## src/rtl/lvd_ctrl_pkg.sv

```systemverilog
package lvd_ctrl_pkg;

    localparam int REG_W = 8;

    // Bit positions of the register; software decodes these
    localparam int B_FLAG = 7;
    localparam int B_ACK  = 6;
    localparam int B_IE   = 5;
    localparam int B_RE   = 4;
    localparam int B_SE   = 3;
    localparam int B_DE   = 2;
    localparam int B_RSV  = 1;
    localparam int B_BG   = 0;

    typedef enum logic {
        LK_OPEN   = 1'b0,
        LK_SEALED = 1'b1
    } lock_state_e;

    typedef enum logic {
        FL_CLEAR = 1'b0,
        FL_SET   = 1'b1
    } flag_state_e;

    typedef struct packed {
        logic ie;
        logic re;
        logic se;
        logic de;
        logic bg;
    } lvd_cfg_t;

endpackage

```

## src/rtl/lvd_lock_fsm.sv

```systemverilog
module lvd_lock_fsm
    import lvd_ctrl_pkg::*;
#(
    parameter bit INIT_RE = 1'b1,
    parameter bit INIT_SE = 1'b1,
    parameter bit INIT_DE = 1'b1
) (
    input  logic     clk,
    input  logic     rst_n,
    input  logic     wr_en,
    input  lvd_cfg_t wr_cfg,
    output lvd_cfg_t cfg_q,
    output lvd_cfg_t cfg_next
);

    localparam lvd_cfg_t CFG_RST = '{ie: 1'b0, re: INIT_RE, se: INIT_SE,
                                     de: INIT_DE, bg: 1'b0};

    lock_state_e state_q, state_d;

    // State register
    always_ff @(posedge clk or negedge rst_n) begin
        if (!rst_n) begin
            state_q <= LK_OPEN;
        end else begin
            state_q <= state_d;
        end
    end

    // Next state and next configuration
    always_comb begin
        state_d  = state_q;
        cfg_next = cfg_q;
        unique case (state_q)
            LK_OPEN: begin
                if (wr_en) begin
                    cfg_next = wr_cfg;
                    state_d  = LK_SEALED;
                end
            end
            LK_SEALED: begin
                if (wr_en) begin
                    cfg_next.ie = wr_cfg.ie;
                    cfg_next.bg = wr_cfg.bg;
                end
            end
            default: state_d = LK_OPEN;
        endcase
    end

    // Output register
    always_ff @(posedge clk or negedge rst_n) begin
        if (!rst_n) begin
            cfg_q <= CFG_RST;
        end else begin
            cfg_q <= cfg_next;
        end
    end

endmodule

```

## src/rtl/lvd_flag_fsm.sv

```systemverilog
module lvd_flag_fsm
    import lvd_ctrl_pkg::*;
(
    input  logic clk,
    input  logic rst_n,
    input  logic det_i,
    input  logic stop_mode_i,
    input  logic de_next,
    input  logic se_q,
    input  logic ack_i,
    output logic flag_o
);

    flag_state_e state_q, state_d;
    logic        qual;

    assign qual = det_i & de_next & (~stop_mode_i | se_q);

    always_ff @(posedge clk or negedge rst_n) begin
        if (!rst_n) begin
            state_q <= FL_CLEAR;
        end else begin
            state_q <= state_d;
        end
    end

    always_comb begin
        state_d = state_q;
        unique case (state_q)
            FL_CLEAR: begin
                if (qual) state_d = FL_SET;
            end
            FL_SET: begin
                if (!qual && (ack_i || !de_next)) state_d = FL_CLEAR;
            end
            default: state_d = FL_CLEAR;
        endcase
    end

    always_comb begin
        flag_o = 1'b0;
        unique case (state_q)
            FL_CLEAR: flag_o = 1'b0;
            FL_SET:   flag_o = 1'b1;
            default:  flag_o = 1'b0;
        endcase
    end

endmodule

```

## src/rtl/lvd_ctrl.sv

```systemverilog
module lvd_ctrl
    import lvd_ctrl_pkg::*;
#(
    parameter bit INIT_RE = 1'b1,
    parameter bit INIT_SE = 1'b1,
    parameter bit INIT_DE = 1'b1
) (
    input  logic             clk,
    input  logic             rst_n,
    input  logic             wr_en,
    input  logic [REG_W-1:0] wr_data,
    output logic [REG_W-1:0] rd_data,
    input  logic             stop_mode_i,
    input  logic             lv_det_i,
    output logic             irq_o,
    output logic             rst_req_o,
    output logic             bg_buf_en_o
);

    lvd_cfg_t wr_cfg, cfg_q, cfg_next;
    logic     flag;
    logic     ack;
    logic     unused_wr_bits;

    assign wr_cfg = '{ie: wr_data[B_IE], re: wr_data[B_RE], se: wr_data[B_SE],
                      de: wr_data[B_DE], bg: wr_data[B_BG]};
    assign ack    = wr_en & wr_data[B_ACK];
    assign unused_wr_bits = ^{wr_data[B_FLAG], wr_data[B_RSV]};

    lvd_lock_fsm #(
        .INIT_RE(INIT_RE),
        .INIT_SE(INIT_SE),
        .INIT_DE(INIT_DE)
    ) u_lock (
        .clk     (clk),
        .rst_n   (rst_n),
        .wr_en   (wr_en),
        .wr_cfg  (wr_cfg),
        .cfg_q   (cfg_q),
        .cfg_next(cfg_next)
    );

    lvd_flag_fsm u_flag (
        .clk        (clk),
        .rst_n      (rst_n),
        .det_i      (lv_det_i),
        .stop_mode_i(stop_mode_i),
        .de_next    (cfg_next.de),
        .se_q       (cfg_q.se),
        .ack_i      (ack),
        .flag_o     (flag)
    );

    always_comb begin
        rd_data         = '0;
        rd_data[B_FLAG] = flag;
        rd_data[B_IE]   = cfg_q.ie;
        rd_data[B_RE]   = cfg_q.re;
        rd_data[B_SE]   = cfg_q.se;
        rd_data[B_DE]   = cfg_q.de;
        rd_data[B_BG]   = cfg_q.bg;
    end

    assign irq_o       = flag & cfg_q.ie;
    assign rst_req_o   = flag & cfg_q.re & cfg_q.de;
    assign bg_buf_en_o = cfg_q.bg;

endmodule

```

## config.mk

```make
export PLATFORM = sky130hd
export DESIGN_NAME = lvd_ctrl
export DESIGN_NICKNAME = d
export VERILOG_FILES = /design/src/rtl/lvd_ctrl_pkg.sv /design/src/rtl/lvd_lock_fsm.sv /design/src/rtl/lvd_flag_fsm.sv /design/src/rtl/lvd_ctrl.sv
export SDC_FILE = /design/constraint.sdc
export NUM_CORES = 1
export LEC_CHECK = 0
export ABC_CLOCK_PERIOD_IN_PS = 3230
export BUFFER_PORTS_ARGS = -buffer_cell sky130_fd_sc_hd__buf_2
export CELL_PAD_IN_SITES_DETAIL_PLACEMENT = 1
export CELL_PAD_IN_SITES_GLOBAL_PLACEMENT = 1
export CORE_AREA = 2 2 39 41
export CTS_CLUSTER_SIZE = 10
export DETAILED_ROUTE_END_ITERATION = 7
export DIE_AREA = 0 0 41 43
export HOLD_SLACK_MARGIN = 0.03
export MAX_ROUTING_LAYER = met4
export PLACE_DENSITY_LB_ADDON = 0.1
export SYNTH_ARGS = -nofsm -noshare
export SYNTH_HDL_FRONTEND = slang
export SYNTH_SLANG_ARGS = --single-unit
```

## constraint.sdc

```tcl
create_clock -name clk -period 3.23 [get_ports clk]
set_clock_uncertainty 0.15 [all_clocks]
set_input_delay 0.1615 -clock clk [delete_from_list [all_inputs] [get_ports clk]]
set_output_delay 0.1615 -clock clk [all_outputs]
set_load 0.01 [all_outputs]
```

==> results.md, run 1 <==
* Period utilization at 0.4600
* Pre-antenna DRT Iters at 2
* Gr usage total at 0.08949
* Routed Antenna Nets at 0
* Post-CTS setup buffer count at 0
* Hold_sp: wr_data[6]
* Initial Util at 0.2486
* Pwr Density at roughly 430 nW/µm²
* Type of element capturing the critical path: flip-flop
* Fin. Hold Viols at 0
* R2R Path End: u_flag.state_q$_DFF_PN0_
* Multi-input gate area at roughly 130 µm²
* H-tree levels at 1
* Root buf cell: clkbuf_4
* Area Growth Syn to Fin at 52.00%
* Wire length on met2 at about 320 µm
* Arrival @ worst endpoint at approximately 1.5 ns
* Synth top area share at 0.2909
* CP Launch Type: input pin
* Clock transition at path regs at approximately 0.050 ns
* Synth Instances at 27
* DR WL/cell at 9.449 µm
* Layout Nets at 67
* Initial drt markers at 3
* Fillers at around 170
* Via/cell ratio at 3.899
* Final hold slack at ~0.073 ns
* Largest net degree at the start of global routing at 8
* Setup ws final at about 1.7 ns
* RSZ-0062 raised after global routing: no
* Met3 WL post-DR at 65 µm
* Crit path required time at around 3.2 ns
* Post-Syn Area at ~340 µm²
* Final Util at 0.3779
* Number of global-route vias before repair at about 230
* Residual DRC at 0
* Most frequent cells in the layout: buf_2, dlygate4sd3_1, dfrtp_1
* Reg area at 178.9 µm²
* Status: finished clean
* Total Routed Length at approximately 650 µm
* Fin Setup TNS at 0 ns
* WL met1 at 264 µm
* Final Total Pwr at 0.2271 mW
* Dpl ws at 1.890 ns
* Worst-path maximum fanout at 5
* CP max stage cell: dlygate4sd3_1
* Max-cap violations at 0
* Slew Viols, Final at 0
* # rows at 14
* Total CTS buffers at 3
* CORE AREA at about 1400 µm²
* CTS tree: built
* Share of layout cells above drive strength 1 at 0.5849
* Top cells by area, synth: dfrtp_1, dfstp_2, buf_4
* Register bit total from synthesis at 7
* Crit path cell chain: dlygate4sd3_1 > buf_2 > and2b_4 > mux2_4 > a21boi_4
* Hold EP: u_flag.state_q$_DFF_PN0_
* Crit Reg-Reg Startpoint: u_lock.state_q$_DFF_PN0_
* Diodes inserted at 0
* Area leader, netlist: dfrtp_1
* # clock sinks at 7
* Final setup fails at 0
* Synth warn at 0
* GRT overflow at 0
* Peak VDD IR at 227.3 µV
* Die extent in y at approximately 43 µm
* Minimum clock period at around 1.5 ns
* Reg2Reg Setup Slack at around 1.9 ns
* First-pass GRT wire length at 1000 µm
* I/O pin cnt at 24
* Initial antenna violation count at 0
* Avg Synthesized Cell Area at 12.74 µm²
* Hold WC Path Type: input pin to flip-flop
* Vias at 269
* DIE AREA at approximately 1800 µm²
* Maximum clock path buffer count at 2
* Top Metal Used: met3
* Distinct cells, synth at 15
* Worst Hold Depth at 4
* Post-DP HPWL at between 500 and 600 µm
* Most common library cell in the layout ignoring fill and taps: buf_2
* Seq/Total Area, Yosys at 0.5200
* Max Freq at between 600 and 700 MHz
* IO Port Bufs at 19
* Max stage delay on crit path at around 0.53 ns
* Die Span X at 41 µm
* WS Path Type: input pin to flip-flop
* Final Wtd Congestion at approximately 0.63
* Worst-skew pair later-pin latency at 0.25 ns
* Leakage at between 0.2 and 0.3 nW
* FF-to-FF path depth at 3
-- repair_timing --
action / 4_1_cts / 5_1_grt
hold endpoints to repair: 12 / 1
gates resized for setup: 0 / 0
hold buffers: 6 / 1
-- final cells by class --
cell class	count	share of cell area
multi-input combinational	15	0.2440
sequential	7	0.3421
inverter	1	0.007177
tap	16	0.03828
timing repair buffer	26	0.3158
clock buffer	3	0.04306
clock inverter	1	0.009569
-- logic make-up (layout without fill, tap and decap cells) --
| logic type | Yosys count | in the layout | synth area share |
|---|---|---|---|
| other | 1 | 2 | 0.01090 |
| buffers and inverters | 6 | 31 | 0.1200 |
| muxes | 5 | 5 | 0.1745 |
| and+or+nand+nor | 6 | 6 | 0.1055 |
| AOI/OAI and AO/OA | 2 | 2 | 0.06908 |
| DFF | 7 | 7 | 0.5200 |
-- sequential cells by signal (all words and copies together) (netlist names) --
name and cells:
u_flag.state_q 1, u_lock.cfg_q 5, u_lock.state_q 1
-- per-layer routing --
metal | global-route usage | vias to the layer above
met5 | - | -
met4 | 0.06000 | 0
met3 | 0.03141 | 0
met2 | 0.1188 | 13
met1 | 0.1100 | 122
li1 | - | 134
-- synthesized netlist by cell type --
master    n
a21boi_4  1
and2_1    1
and2b_4   1
and3_1    1
buf_4     5
conb_1    1
dfrtp_1   4
dfstp_2   3
inv_1     1
mux2_1    2
mux2_2    2
mux2_4    1
nand2_1   2
o21ai_0   1
or2_1     1
-- worst max-delay path by stage --
stage	from	endpoint	slack [ns]	depth (start not counted)
5_1_grt	wr_en	u_flag.state_q$_DFF_PN0_	1.73	5
3_5_place_dp	u_lock.state_q$_DFF_PN0_	u_flag.state_q$_DFF_PN0_	1.89	3
2_1_floorplan	u_lock.state_q$_DFF_PN0_	u_flag.state_q$_DFF_PN0_	1.93	3
6_report	wr_en	u_flag.state_q$_DFF_PN0_	1.74	5
3_3_place_gp	u_lock.state_q$_DFF_PN0_	u_flag.state_q$_DFF_PN0_	1.89	3
4_1_cts	u_lock.cfg_q[3]$_DFFE_PN1P_	rst_req_o	1.85	2
-- power breakdown --
group / internal (mW) / total [mW] / switching, mW
registers: 0.0991 / 0.104 / 0.00532
clock network: 0.0452 / 0.0784 / 0.0332
logic: 0.0254 / 0.0442 / 0.0188
total: 0.170 / 0.227 / 0.0573
-- critical path, delay by kind of cell --
kind / cells / cell delay (ns)
buf+inv: 2 / 0.68
mux: 1 / 0.30
compound gates: 1 / 0.13
simple gates: 1 / 0.18
-- through the flow --
stage               instance area, µm²  std cells
global route                     523.0         69
finish                           523.0         69
CTS                              513.0         68
global placement                 425.4         58
detailed placement               425.4         58
floorplan                        347.8         28
Power figures use the tool's default switching activity.
==> run 2: changes to the inputs <==
ABC_AREA = 1   (was default)
ABC_CLOCK_PERIOD_IN_PS = 1200   (was 3230)
CORE_AREA = default   (was 2 2 39 41)
CORE_MARGIN = 2   (was default)
CORE_UTILIZATION = 24   (was default)
DIE_AREA = default   (was 0 0 41 43)
clock period = 1.2 ns   (was 3.23 ns; I/O delays follow)
==> run 2 against run 1 <==
Against the previous run: the flow now finishes with violations (negative setup slack); clock power grew to 2.7 times the previous value; final cell count grew 30%; sequential power grew to 2.6 times the previous value; first-iteration DRC count grew 33%; combinational power grew to 3.0 times the previous value; non-clock buffer count grew 7; global-route usage grew 2.7 points; synthesized cell count grew 56%; critical endpoint is now rst_req_o; highest routed layer is now met4.
==> results.md, run 2 <==
* Status: complete, but fails checks
* Failing checks: negative setup slack
* Max Freq at between 700 and 800 MHz
* Slew Viols, Final at 0
* Total Routed Length at just under 900 µm
* Most common library cell in the layout ignoring fill and taps: buf_2
* Largest family of logic cells by synthesized area: simple AND/OR/NAND/NOR gates
* Commonest cells in the netlist: nand2_1, buf_4, inv_1, dfrtp_1, dfstp_2
* Most common cell in the netlist: nand2_1
* Peak VDD IR at ~450 µV
* Vias at 357
* Diodes inserted at 0
* Setup ws final at -0.05682 ns
* Worst-skew pair later-pin latency at approximately 0.25 ns
* WS Path Type: flip-flop to output pin
* Initial drt markers at 4
* Fin. Hold Viols at 0
* Post-Syn Area at roughly 370 µm²
* Max reg flops at 5
* IO Port Bufs at 19
* Ys flop type: dfrtp_1
* Post-synth EDFFs at 0
* Pwr Density at 983.7 nW/µm²
* I/O pin cnt at 24
* Layout Nets at between 80 and 90
* Initial antenna violation count at 0
* Final setup fails at 2
* Die extent in y at approximately 43 µm
* Mux cell area share after synthesis at 0
* H-tree levels at 1
* Synth Instances at 42
* # clock sinks at 7
* First-pass GRT wire length at approximately 1500 µm
* Routed Antenna Nets at 0
* Crit path required time at ~0.99 ns
* Worst-path maximum fanout at 2
* FF-to-FF path depth at 5
* Clock transition at path regs at 0.05 ns
* Minimum clock period at 1.257 ns
* Maximum clock path buffer count at 2
* Largest net degree at the start of global routing at 10
* DIE AREA at ~1900 µm²
* Most frequent cells in the layout: buf_2, dlygate4sd3_1, nand2_1
* Via/cell ratio at between 3 and 4
* Avg Synthesized Cell Area at 8.878 µm²
* # rows at 14
* CP Launch Type: flip-flop
* Share of layout cells above drive strength 1 at 0.4459
* Pre-antenna DRT Iters at 2
* Period utilization at 1.047
* Synth Area in XOR/XNOR at 0
* Synth warn at 0
* Max stage delay on crit path at 0.53 ns
* RSZ-0062 raised after global routing: yes
* CTS tree: built
* DR WL/cell at approximately 9.7 µm
* Top cells by area, synth: dfrtp_1, dfstp_2, nand2_1
* Seq/Total Area, Yosys at 0.4799
* Residual DRC at 0
* Die Span X at 43.42 µm
* GRT overflow at 0
* Adder-cell share of the synthesized area at 0
* Most flop-heavy register: u_lock.cfg_q
* Number of global-route vias before repair at 340
* Crit path cell chain: and3_4 > buf_6
* Distinct cells, synth at 17
* Final Wtd Congestion at between 0.6 and 0.7
* CP max stage cell: dfstp_2
* Total CTS buffers at 3
* Synth top area share at 0.2685
* Hold WC Path Type: input pin to asynchronous set/reset pin
* Leakage at about 0.34 nW
* Area leader, netlist: dfrtp_1
* Gr usage total at 0.1170
* Register bit total from synthesis at 7
* Initial Util at 0.2504
* CORE AREA at ~1500 µm²
* FFs w/ async S/R, synth at 1.000
* Type of element capturing the critical path: output pin
* Max-cap violations at 0
* Area Growth Syn to Fin at 68.46%
* Synth Area in Compound Gates at 0.04027
* Final hold slack at ~0.19 ns
* Largest regs: u_lock.cfg_q: 5 flops, u_flag.state_q: 1 flops, u_lock.state_q: 1 flops
* Root buf cell: clkbuf_4
* Arrival @ worst endpoint at 1.05 ns
* Final Util at 0.4218
* Synth Area in Simple Gates at 0.2785
-- run 2: cell types whose count changed after synthesis, moves of 2 or more --
cell,before,now
nand2_1,2,11
nand2_2,0,2
inv_1,1,5
mux2_1,2,0
mux2_2,2,0
-- run 2: worst paths after layout --
| check | slack, ns | start | endpoint |
|---|---|---|---|
| min reg2reg | 0.33 | u_lock.state_q$_DFF_PN0_ | u_lock.state_q$_DFF_PN0_ |
| min in group clk | 0.33 | u_lock.state_q$_DFF_PN0_ | u_lock.state_q$_DFF_PN0_ |
| min | 0.19 | rst_n | u_lock.cfg_q[1]$_DFF_PN1_ |
| max reg2reg | 0.16 | u_lock.cfg_q[1]$_DFF_PN1_ | u_flag.state_q$_DFF_PN0_ |
| max | -0.06 | u_lock.cfg_q[3]$_DFFE_PN1P_ | rst_req_o |
| max in group asynchronous | 0.12 | rst_n | u_lock.cfg_q[4]$_DFFE_PN0P_ |
-- run 2: layout make-up --
cell class / count / area (µm²)
clock buffer: 4 / 26.28
fill: 174 / 860.8
inverter: 6 / 22.52
multi-input combinational: 24 / 131.4
sequential: 7 / 178.9
tap: 16 / 20.02
timing repair buffer: 33 / 249.0
-- run 2: routing by layer --
layer,vias to the layer above,track usage,wire (µm)
li1,181,-,-
met1,157,0.1263,364
met2,17,0.1761,430
met3,2,0.06250,66
met4,0,0.05455,10
met5,-,-,0
-- run 2: power breakdown --
part / total (mW) / leakage [nW] / switching, mW / internal, mW
combinational: 0.134 / 0.250 / 0.0587 / 0.0758
sequential: 0.271 / 0.0780 / 0.0109 / 0.260
clock: 0.212 / 0.0150 / 0.0855 / 0.127
-- run 2: cells by family (layout without fill, tap and decap cells) --
group,after synthesis,count (layout)
AO/OA/AOI/OAI,3,3
buffers and inverters,12,43
flip-flops,7,7
other,1,2
AND/OR/NAND/NOR,19,19
-- run 2: what timing repair did --
item,CTS,global route
pin swaps,1,0
hold buffers,12,0
endpoints found under the hold margin,13,0
gates resized for setup,2,2
endpoints found under the setup margin,1,3
buffers inserted,2,0
-- run 2: critical path: cells and delay by family, from the launching register on --
kind / cells / cell delay (ns)
buf+inv: 1 / 0.09
flops: 1 / 0.53
simple gates: 1 / 0.17
-- run 2: stage by stage --
| stage | setup WS [ns] | total power, mW | instance area [µm²] | setup TNS (ns) | cells |
|---|---|---|---|---|---|
| after floorplan | 0.2378 | 0.3340 | 376.6 | 0 | 43 |
| after CTS | -0.06771 | 0.6361 | 616.8 | -0.08833 | 90 |
| after global placement | 0.1827 | 0.3636 | 442.9 | 0 | 72 |
| after detailed placement | 0.1718 | 0.3640 | 442.9 | 0 | 72 |
| after global routing | -0.1072 | 0.6681 | 628.1 | -0.1985 | 90 |
| final | -0.05682 | 0.6179 | 628.1 | -0.05744 | 90 |
==> run 3: changes to the inputs <==
SETUP_SLACK_MARGIN = 0.05   (was default)
==> run 3 against run 2 <==
Against the previous run: the run still ends with negative setup slack left; worst hold slack about the same; worst setup slack barely moved; count of clock-buffer cells in the layout unchanged; final cell count stayed put; wire length up 0.34%; clock power about the same; first-iteration DRC count stayed put; register-to-register slack is essentially flat; sequential cell count unchanged; critical path depth is the same; non-clock buffer count did not move; die area unchanged; largest cell class unchanged.
==> results.md, run 3 (synthesis gave the netlist of run 2 again) <==
* Status: complete, but fails checks
* Failing checks: negative setup slack
* Initial drt markers at 4
* Largest regs: u_lock.cfg_q: 5 flops, u_flag.state_q: 1 flops, u_lock.state_q: 1 flops
* Dpl ws at between 0.15 and 0.2 ns
* Pwr Density at about 980 nW/µm²
* Leakage at roughly 0.34 nW
* Final hold slack at between 0.15 and 0.2 ns
* Vias at ~350
* Final Wtd Congestion at about 0.63
* Final Total Pwr at about 0.62 mW
* Crit path depth at 2
* H-tree levels at 1
* Initial antenna violation count at 0
* Total CTS buffers at 3
* Pre-antenna DRT Iters at 2
* # rows at 14
* Peak VDD IR at roughly 460 µV
* Worst-skew pair later-pin latency at roughly 0.24 ns
* Crit path required time at 0.99 ns
* # clock sinks at 7
* Maximum clock path buffer count at 2
* Max stage delay on crit path at approximately 0.53 ns
* Minimum clock period at 1.257 ns
* Max-cap violations at 0
* Most common library cell in the layout ignoring fill and taps: buf_2
* DIE AREA at about 1900 µm²
* Residual DRC at 0
* First-pass GRT wire length at 1469 µm
* IO Port Bufs at 19
* Setup ws final at -0.05688 ns
* Total Routed Length at 874 µm
* Type of element capturing the critical path: output pin
* Max reg flops at 5
* FF-to-FF path depth at 5
* Period utilization at 1.047
* Largest net degree at the start of global routing at 10
* Routed Antenna Nets at 0
* CORE AREA at approximately 1500 µm²
* Most frequent cells in the layout: buf_2, dlygate4sd3_1, nand2_1
* Gr usage total at 0.1170
* Buf/Inv on CP at 1
* I/O pin cnt at 24
* CP Launch Type: flip-flop
* Arrival @ worst endpoint at 1.05 ns
* RSZ-0062 raised after global routing: yes
* Worst-path maximum fanout at 2
* Clock transition at path regs at approximately 0.050 ns
* Die extent in y at roughly 43 µm
* Share of layout cells above drive strength 1 at 0.4459
* Diodes inserted at 0
* Initial Util at 0.2504
* Most flop-heavy register: u_lock.cfg_q
* Die Span X at 43.42 µm
* CP max stage cell: dfstp_2
* Slew Viols, Final at 0
* Area Growth Syn to Fin at 69.13%
* Final setup fails at 2
* Max Freq at approximately 800 MHz
* Number of global-route vias before repair at between 300 and 400
* Layout Nets at between 80 and 90
* Root buf cell: clkbuf_4
* Fin. Hold Viols at 0
* Cell family with most CP delay: flip-flops
* WS Path Type: flip-flop to output pin
* Hold WC Path Type: input pin to asynchronous set/reset pin
* Via/cell ratio at 3.933
* CTS tree: built
* GRT overflow at 0
* Crit path cell chain: and3_4 > buf_6
* DR WL/cell at 9.711 µm
-- run 3: changes by cell type in the layout (fill, tap and decap cells not counted), sizes merged --
cell and change:
buf -1, clkbuf +1
-- run 3: path summary, 6_finish.rpt --
path | endpoint | startpoint | slack [ns]
max in group asynchronous | u_lock.cfg_q[4]$_DFFE_PN0P_ | rst_n | 0.12
worst max-delay path | rst_req_o | u_lock.cfg_q[3]$_DFFE_PN1P_ | -0.06
worst max register to register | u_flag.state_q$_DFF_PN0_ | u_lock.cfg_q[1]$_DFF_PN1_ | 0.16
worst min register to register | u_lock.state_q$_DFF_PN0_ | u_lock.state_q$_DFF_PN0_ | 0.33
worst min-delay path | u_lock.cfg_q[1]$_DFF_PN1_ | rst_n | 0.19
min in group clk | u_lock.state_q$_DFF_PN0_ | u_lock.state_q$_DFF_PN0_ | 0.33
-- run 3: stage by stage --
stage / instances / instance area [µm²] / TNS [ns] / utilization
floorplan: 43 / 376.6 / 0 / -
global placement: 72 / 442.9 / 0 / 0.2975
detailed placement: 72 / 442.9 / 0 / 0.2975
CTS: 90 / 616.8 / -0.08833 / 0.4143
global route: 90 / 630.6 / -0.1985 / 0.4235
finish: 90 / 630.6 / -0.05756 / 0.4235
-- run 3: report_power, final --
part | total [mW] | internal (mW) | switching [mW]
registers | 0.271 | 0.260 | 0.0110
clock network | 0.212 | 0.127 | 0.0855
logic | 0.135 | 0.0767 | 0.0587
-- run 3: layout make-up --
| type | instances | area, µm² |
|---|---|---|
| Multi-Input combinational cell | 24 | 131.4 |
| Clock buffer | 4 | 26.28 |
| Tap cell | 16 | 20.02 |
| Sequential cell | 7 | 178.9 |
| Inverter | 6 | 22.52 |
| Timing Repair Buffer | 33 | 251.5 |
| Fill cell | 174 | 858.3 |
-- run 3: worst reg2reg max path, stage by stage (launching register included) --
cell and delay (ns):
dfstp_2 0.53, buf_4 0.11, nand2_2 0.05, nand2_2 0.06, nand2_1 0.05, inv_1 0.04
-- run 3: repair_timing --
item | in CTS | in global routing
setup endpoints to repair | 2 | 5
resized for setup | 2 | 3
hold buffers | 12 | 0
setup buffers | 2 | 0
hold endpoints to repair | 13 | 0
pin swaps | 1 | 1
-- run 3: per-layer routing --
layer,GRT usage,up-vias,wire length [µm]
li1,-,181,-
met1,0.1263,154,365
met2,0.1761,17,432
met3,0.06250,2,66
met4,0.05455,0,10
met5,-,-,0
